`src/rtl/irqc_pkg.sv`:
```
package irqc_pkg;
  localparam int unsigned SRC_COUNT   = 22;
  localparam int unsigned GROUP_BITS  = 6;
  localparam int unsigned GROUP_COUNT = (SRC_COUNT + GROUP_BITS - 1) / GROUP_BITS;
  localparam int unsigned REG_DW      = GROUP_BITS + 1;
  localparam int unsigned REG_AW      = 3;
  localparam int unsigned FLAG_ADDR0  = 4;
  localparam int unsigned LIVE_SRC    = 19;
  localparam int unsigned VEC_DW      = 16;
  localparam int unsigned VEC_FIRST   = 3;
  localparam int unsigned VEC_SPACING = 8;
  localparam int unsigned SEL_W       = $clog2(SRC_COUNT);

  typedef struct packed {
    logic             hit;
    logic [SEL_W-1:0] sel;
  } grant_t;
endpackage

```
`src/rtl/irqc_enable_regs.sv`:
```
module irqc_enable_regs #(
  parameter int unsigned N_SRC  = 22,
  parameter int unsigned GRP_W  = 6,
  parameter int unsigned AW     = 3,
  parameter int unsigned DW     = GRP_W + 1
) (
  input  logic             clk,
  input  logic             rst_n,
  input  logic             wr_en,
  input  logic [AW-1:0]    wr_addr,
  input  logic [DW-1:0]    wr_data,
  output logic [N_SRC-1:0] src_en,
  output logic             glb_en
);
  logic [N_SRC-1:0] en_q, en_d;
  logic             glb_q, glb_d;

  for (genvar gi = 0; gi < N_SRC; gi++) begin : g_en
    localparam int unsigned GRP = gi / GRP_W;
    localparam int unsigned BIT = gi % GRP_W;
    logic hit;
    assign hit       = wr_en && (wr_addr == AW'(GRP));
    assign en_d[gi]  = hit ? wr_data[BIT] : en_q[gi];
  end

  always_comb begin
    glb_d = glb_q;
    if (wr_en && (wr_addr == '0)) glb_d = wr_data[GRP_W];
  end

  always_ff @(posedge clk or negedge rst_n) begin
    if (!rst_n) begin
      en_q  <= '0;
      glb_q <= 1'b0;
    end else begin
      en_q  <= en_d;
      glb_q <= glb_d;
    end
  end

  assign src_en = en_q;
  assign glb_en = glb_q;
endmodule

```
`src/rtl/irqc_pending.sv`:
```
module irqc_pending #(
  parameter int unsigned N_SRC     = 22,
  parameter int unsigned GRP_W     = 6,
  parameter int unsigned AW        = 3,
  parameter int unsigned FLAG_BASE = 4,
  parameter int unsigned NOFLAG    = 19
) (
  input  logic             clk,
  input  logic             rst_n,
  input  logic [N_SRC-1:0] src_i,
  input  logic             wr_en,
  input  logic [AW-1:0]    wr_addr,
  input  logic [GRP_W-1:0] wr_data,
  input  logic [N_SRC-1:0] ack_i,
  output logic [N_SRC-1:0] flag_o,
  output logic [N_SRC-1:0] req_o
);
  for (genvar gi = 0; gi < N_SRC; gi++) begin : g_src
    localparam int unsigned GRP = gi / GRP_W;
    localparam int unsigned BIT = gi % GRP_W;
    if (gi == NOFLAG) begin : g_live
      assign flag_o[gi] = 1'b0;
      assign req_o[gi]  = src_i[gi];
    end else begin : g_latched
      logic prev_q, flag_q, flag_d, edge_set, sw_clr;
      assign edge_set = src_i[gi] & ~prev_q;
      assign sw_clr   = wr_en && (wr_addr == AW'(FLAG_BASE + GRP)) && !wr_data[BIT];
      assign flag_d   = edge_set | (flag_q & ~sw_clr & ~ack_i[gi]);

      always_ff @(posedge clk or negedge rst_n) begin
        if (!rst_n) begin
          prev_q <= 1'b0;
          flag_q <= 1'b0;
        end else begin
          prev_q <= src_i[gi];
          flag_q <= flag_d;
        end
      end

      assign flag_o[gi] = flag_q;
      assign req_o[gi]  = flag_q;
    end
  end
endmodule

```
`src/rtl/irqc_prio.sv`:
```
module irqc_prio
  import irqc_pkg::*;
#(
  parameter int unsigned N_SRC = 22,
  parameter int unsigned SW    = $clog2(N_SRC)
) (
  input  logic [N_SRC-1:0] req_i,
  output logic             hit_o,
  output logic [SW-1:0]    sel_o
);
  always_comb begin
    hit_o = 1'b0;
    sel_o = '0;
    for (int i = N_SRC - 1; i >= 0; i--) begin
      if (req_i[i]) begin
        hit_o = 1'b1;
        sel_o = SW'(i);
      end
    end
  end
endmodule

```
`src/rtl/irq_vector_ctrl.sv`:
```
module irq_vector_ctrl
  import irqc_pkg::*;
#(
  parameter int unsigned N_SRC  = SRC_COUNT,
  parameter int unsigned GRP_W  = GROUP_BITS,
  parameter int unsigned AW     = REG_AW,
  parameter int unsigned VW     = VEC_DW,
  parameter int unsigned V0     = VEC_FIRST,
  parameter int unsigned VSTEP  = VEC_SPACING,
  parameter int unsigned NOFLAG = LIVE_SRC
) (
  input  logic             clk,
  input  logic             rst_n,
  input  logic [N_SRC-1:0] irq_src_i,
  input  logic             reg_we_i,
  input  logic [AW-1:0]    reg_addr_i,
  input  logic [GRP_W:0]   reg_wdata_i,
  output logic [GRP_W:0]   reg_rdata_o,
  input  logic             instr_last_i,
  input  logic             reti_i,
  output logic             irq_take_o,
  output logic [VW-1:0]    irq_vector_o
);
  localparam int unsigned N_GRP = (N_SRC + GRP_W - 1) / GRP_W;
  localparam int unsigned SW    = $clog2(N_SRC);
  localparam int unsigned FBASE = FLAG_ADDR0;

  logic [N_SRC-1:0] src_en, flags, pend, elig, ack_oh;
  logic             glb_en;
  grant_t           grant;
  logic             take_d, take_q;
  logic [VW-1:0]    vec_d, vec_q;
  logic             in_svc_d, in_svc_q;

  irqc_enable_regs #(.N_SRC(N_SRC), .GRP_W(GRP_W), .AW(AW), .DW(GRP_W + 1)) u_en (
    .clk(clk), .rst_n(rst_n), .wr_en(reg_we_i), .wr_addr(reg_addr_i),
    .wr_data(reg_wdata_i), .src_en(src_en), .glb_en(glb_en)
  );

  irqc_pending #(.N_SRC(N_SRC), .GRP_W(GRP_W), .AW(AW), .FLAG_BASE(FBASE),
                 .NOFLAG(NOFLAG)) u_pend (
    .clk(clk), .rst_n(rst_n), .src_i(irq_src_i), .wr_en(reg_we_i),
    .wr_addr(reg_addr_i), .wr_data(reg_wdata_i[GRP_W-1:0]), .ack_i(ack_oh),
    .flag_o(flags), .req_o(pend)
  );

  assign elig = pend & src_en & {N_SRC{glb_en}};

  irqc_prio #(.N_SRC(N_SRC), .SW(SW)) u_prio (
    .req_i(elig), .hit_o(grant.hit), .sel_o(grant.sel)
  );

  // Acceptance: instruction boundary, winner present, not already servicing
  always_comb begin
    take_d   = instr_last_i & grant.hit & ~in_svc_q;
    ack_oh   = take_d ? (N_SRC'(1) << grant.sel) : '0;
    vec_d    = take_d ? VW'(V0 + VSTEP * int'(grant.sel)) : '0;
    in_svc_d = take_d | (in_svc_q & ~reti_i);
  end

  always_ff @(posedge clk or negedge rst_n) begin
    if (!rst_n) begin
      take_q   <= 1'b0;
      vec_q    <= '0;
      in_svc_q <= 1'b0;
    end else begin
      take_q   <= take_d;
      vec_q    <= vec_d;
      in_svc_q <= in_svc_d;
    end
  end

  // Register readback: enables at 0..N_GRP-1, flags at FBASE..
  always_comb begin
    reg_rdata_o = '0;
    for (int g = 0; g < N_GRP; g++) begin
      for (int b = 0; b < GRP_W; b++) begin
        if (g * GRP_W + b < N_SRC) begin
          if (reg_addr_i == AW'(g))         reg_rdata_o[b] = src_en[g * GRP_W + b];
          if (reg_addr_i == AW'(FBASE + g)) reg_rdata_o[b] = flags[g * GRP_W + b];
        end
      end
    end
    if (reg_addr_i == '0) reg_rdata_o[GRP_W] = glb_en;
  end

  assign irq_take_o   = take_q;
  assign irq_vector_o = vec_q;
endmodule

```
`config.mk`:
```
export PLATFORM = sky130hd
export DESIGN_NAME = irq_vector_ctrl
export DESIGN_NICKNAME = d
export VERILOG_FILES = /design/src/rtl/irqc_pkg.sv /design/src/rtl/irqc_enable_regs.sv /design/src/rtl/irqc_pending.sv /design/src/rtl/irqc_prio.sv /design/src/rtl/irq_vector_ctrl.sv
export SDC_FILE = /design/constraint.sdc
export NUM_CORES = 1
export LEC_CHECK = 0
export ABC_CLOCK_PERIOD_IN_PS = 1760
export BUFFER_PORTS_ARGS = -buffer_cell sky130_fd_sc_hd__buf_4
export CAP_MARGIN = 20
export CORE_MARGIN = 2
export CORE_UTILIZATION = 51
export DETAILED_ROUTE_END_ITERATION = 8
export GPL_ROUTABILITY_DRIVEN = 1
export GPL_TIMING_DRIVEN = 0
export PLACE_DENSITY = 0.76
export SLEW_MARGIN = 20
export SYNTH_ARGS = -nofsm -noshare
export SYNTH_HDL_FRONTEND = slang
export SYNTH_SLANG_ARGS = --single-unit
```
`constraint.sdc`:
```
create_clock -name clk -period 1.76 [get_ports clk]
set_input_delay 0.264 -clock clk [delete_from_list [all_inputs] [get_ports clk]]
set_output_delay 0.264 -clock clk [all_outputs]
set_load 0.01 [all_outputs]
```
==> results.json <==
{
  "status": "finished, violations left",
  "violations": "negative setup slack",
  "ant_nets": 0,
  "firstDrtPassIters": 5,
  "cp.arrival_ns": 2.27,
  "dieArea_mm2": 0.00777,
  "wire_per_inst_um": 20.6,
  "ys_types": 53,
  "crit_fanout": 6,
  "h-tree-depth": 3,
  "syn_inst": 330,
  "yosysTopAreaCell": "dfrtp_1",
  "met1_usage_pct": 39.3,
  "ir_worst_vdd_v": 0.000832,
  "rows": 30,
  "via_count": 3237,
  "io_pins": 61,
  "clock_insertion_delay_worst_skew_ns": 0.36,
  "slew_violations": 0,
  "cts_sinks": 72,
  "synthTopCellsByCount": "72 x dfrtp_1, 30 x inv_1, 28 x o21ai_0",
  "synth_edf_count": 0,
  "grt_use_total_pct": 28.8,
  "fin_nets": 462,
  "power.density_mw_per_mm2": 1200,
  "rsz0062_at_grt": "yes",
  "synth.avg_cell_area_um2": 10.9,
  "drtIter0Drc": 339,
  "ys_top_cells_by_area": "dfrtp_1 50%, mux2_2 8.1%, o22ai_1 4.0%",
  "min_period_ns": 2.04,
  "use_met2_pct": 45.0,
  "use_met3_pct": 6.22,
  "cp_num_buf_inv": 0,
  "seq_area_frac_synth_pct": 49.9,
  "layoutNonFillerInstCount": 526,
  "whs_ns": 0.00503,
  "yosysWarnings": 0,
  "finalClockSkew_ns": 0.00815,
  "cts_buffers": 9,
  "post-dp-hpwl_um": 6830,
  "die_x_um": 88.1,
  "syn_to_final_growth_pct": 36.7,
  "finish.instance_area_mm2": 0.00493,
  "grt_most_used_layer": "met2",
  "clk_pin_slew_ns": 0.08,
  "hold_viol": 0,
  "layout_setup_ws_ns": -0.277,
  "end_kind": "register",
  "ys_ff_latch": 72,
  "synth_top_area_share_pct": 49.9,
  "worstPathRequired_ns": 1.99,
  "gp_congestion": 0.984,
  "core_mm2": 0.00683,
  "finalSetupViolations": 29,
  "cts_hold_buf": 0,
  "n_antenna_cell": 0,
  "p_leak_nw": 2.19,
  "drt_wl_total_um": 10800,
  "crit_chain": "a22oi_2 > a31oi_4 > nor3b_4 > or3b_4 > nor4b_4 > o22ai_1",
  "cap_viol_max_count": 0,
  "power_mw": 5.94,
  "die_h_um": 88.1,
  "critPathKind": "reg2reg",
  "grt_max_degree": 73,
  "max_slew_margin_pct": 38.8,
  "start_util_pct": 52.8,
  "period_share_pct": 116,
  "place_area_mm2": 0.00414,
  "min_path_type": "in2async",
  "syn_area_mm2": 0.00361,
  "drt_drc_violations_left": 0,
  "viasPerCell": 6.15,
  "port_buffers": 50,
  "synth_ff_type": "dfrtp_1",
  "worst_slew_pin_slew_ns": 0.918,
  "cpPeakStageDelay_ns": 0.47,
  "synth.most_common_cell": "dfrtp_1",
  "start_kind": "register",
  "grt-ovfl-total": 0,
  "grt_pass1_wl_um": 16500,
  "ys_async_sr_fraction_pct": 100,
  "fmaxAchievable_mhz": 491,
  "cts_tree": "built",
  "cts.path.max_buffers": 2,
  "drive_gt1_share_pct": 45.3,
  "antenna_found_initial": 0,
  "dp_cells": 484,
  "grt_pass1_vias": 3073,
  "cp_slowest_cell": "dfrtp_2",
  "cp_top_family": "simple AND/OR/NAND/NOR gates",
  "cts-root-buf": "clkbuf_8"
}
final timing paths:
check	start	to	slack, ns	depth (start not counted)
max	u_pend.g_src[3].g_latched.flag_q	u_pend.g_src[21].g_latched.flag_q	-0.28	6
min	rst_n	u_pend.g_src[0].g_latched.prev_q	0.005	1
max reg2reg	u_pend.g_src[3].g_latched.flag_q	u_pend.g_src[21].g_latched.flag_q	-0.28	6
min reg2reg	u_pend.g_src[2].g_latched.prev_q	u_pend.g_src[2].g_latched.flag_q	0.42	1
max in group asynchronous	rst_n	u_pend.g_src[2].g_latched.flag_q	1.10	1
min in group clk	irq_src_i[2]	u_pend.g_src[2].g_latched.prev_q	0.01	1
stage by stage:
step | utilization, % | setup TNS (ns) | setup slack (ns)
after global placement | 60.6 | -7.80 | -0.463
after global routing | 72.2 | -6.96 | -0.337
after CTS | 70.2 | -3.83 | -0.245
final | 72.2 | -5.39 | -0.277
after floorplan | - | -0.215 | -0.109
after detailed placement | 60.6 | -8.33 | -0.504
sequential cells by signal, indices dropped and copies added (netlist names):
signal	count
irq_vector_o	6
u_pend.g_src.g_latched.prev_q	21
in_svc_q	1
u_en.glb_en	1
u_en.src_en	22
u_pend.g_src.g_latched.flag_q	21
cell type report:
type,instances,area [um^2]
Fill cell,488,1900
Multi-Input combinational cell,214,1890
Sequential cell,72,1810
Timing Repair Buffer,76,654
Buffer,22,175
Clock buffer,9,124
Tap cell,96,120
Inverter,30,113
Clock inverter,7,55.1
power breakdown:
| group | internal, mW | total, mW | switching, mW |
|---|---|---|---|
| logic | 1.24 | 2.55 | 1.30 |
| clock network | 0.525 | 1.21 | 0.687 |
| registers | 1.91 | 2.18 | 0.272 |
| total | 3.68 | 5.94 | 2.26 |
worst register-to-register path, stage by stage, from the launching register on:
cell	delay (ns)
dfrtp_2	0.47
a22oi_2	0.28
a31oi_4	0.14
nor3b_4	0.24
or3b_4	0.45
nor4b_4	0.22
o22ai_1	0.10
timing repair:
item	4_1_cts	5_1_grt
hold endpoints to repair	0	0
gates cloned	3	0
pin swaps	32	19
gates resized for setup	71	29
setup buffers	19	6
setup endpoints to repair	31	32
metal layers:
metal / wire [um] / up-vias
met5: 0 / -
li1: - / 1400
met1: 4430 / 1589
met3: 901 / 43
met4: 475 / 0
met2: 5010 / 205
layout by cell type (no fill, tap or decap), drive strengths merged, types with 9 or more instances in the layout:
cell	n
nand2	24
inv	33
nor2	9
o21ai	30
conb	9
clkbuf	15
dfrtp	72
o22ai	23
mux2	26
a211oi	11
buf	92
cells by family (layout without fill, tap and decap cells):
kind of cell | after synthesis | in the layout | synth area share [%]
AND/OR/NAND/NOR | 69 | 69 | 11.4
AO/OA/AOI/OAI | 99 | 99 | 18.7
other | 1 | 9 | 0.104
flip-flops | 72 | 72 | 49.9
buffers and inverters | 52 | 144 | 6.66
multiplexers | 37 | 37 | 13.2
(Power assumes the default switching activity.)
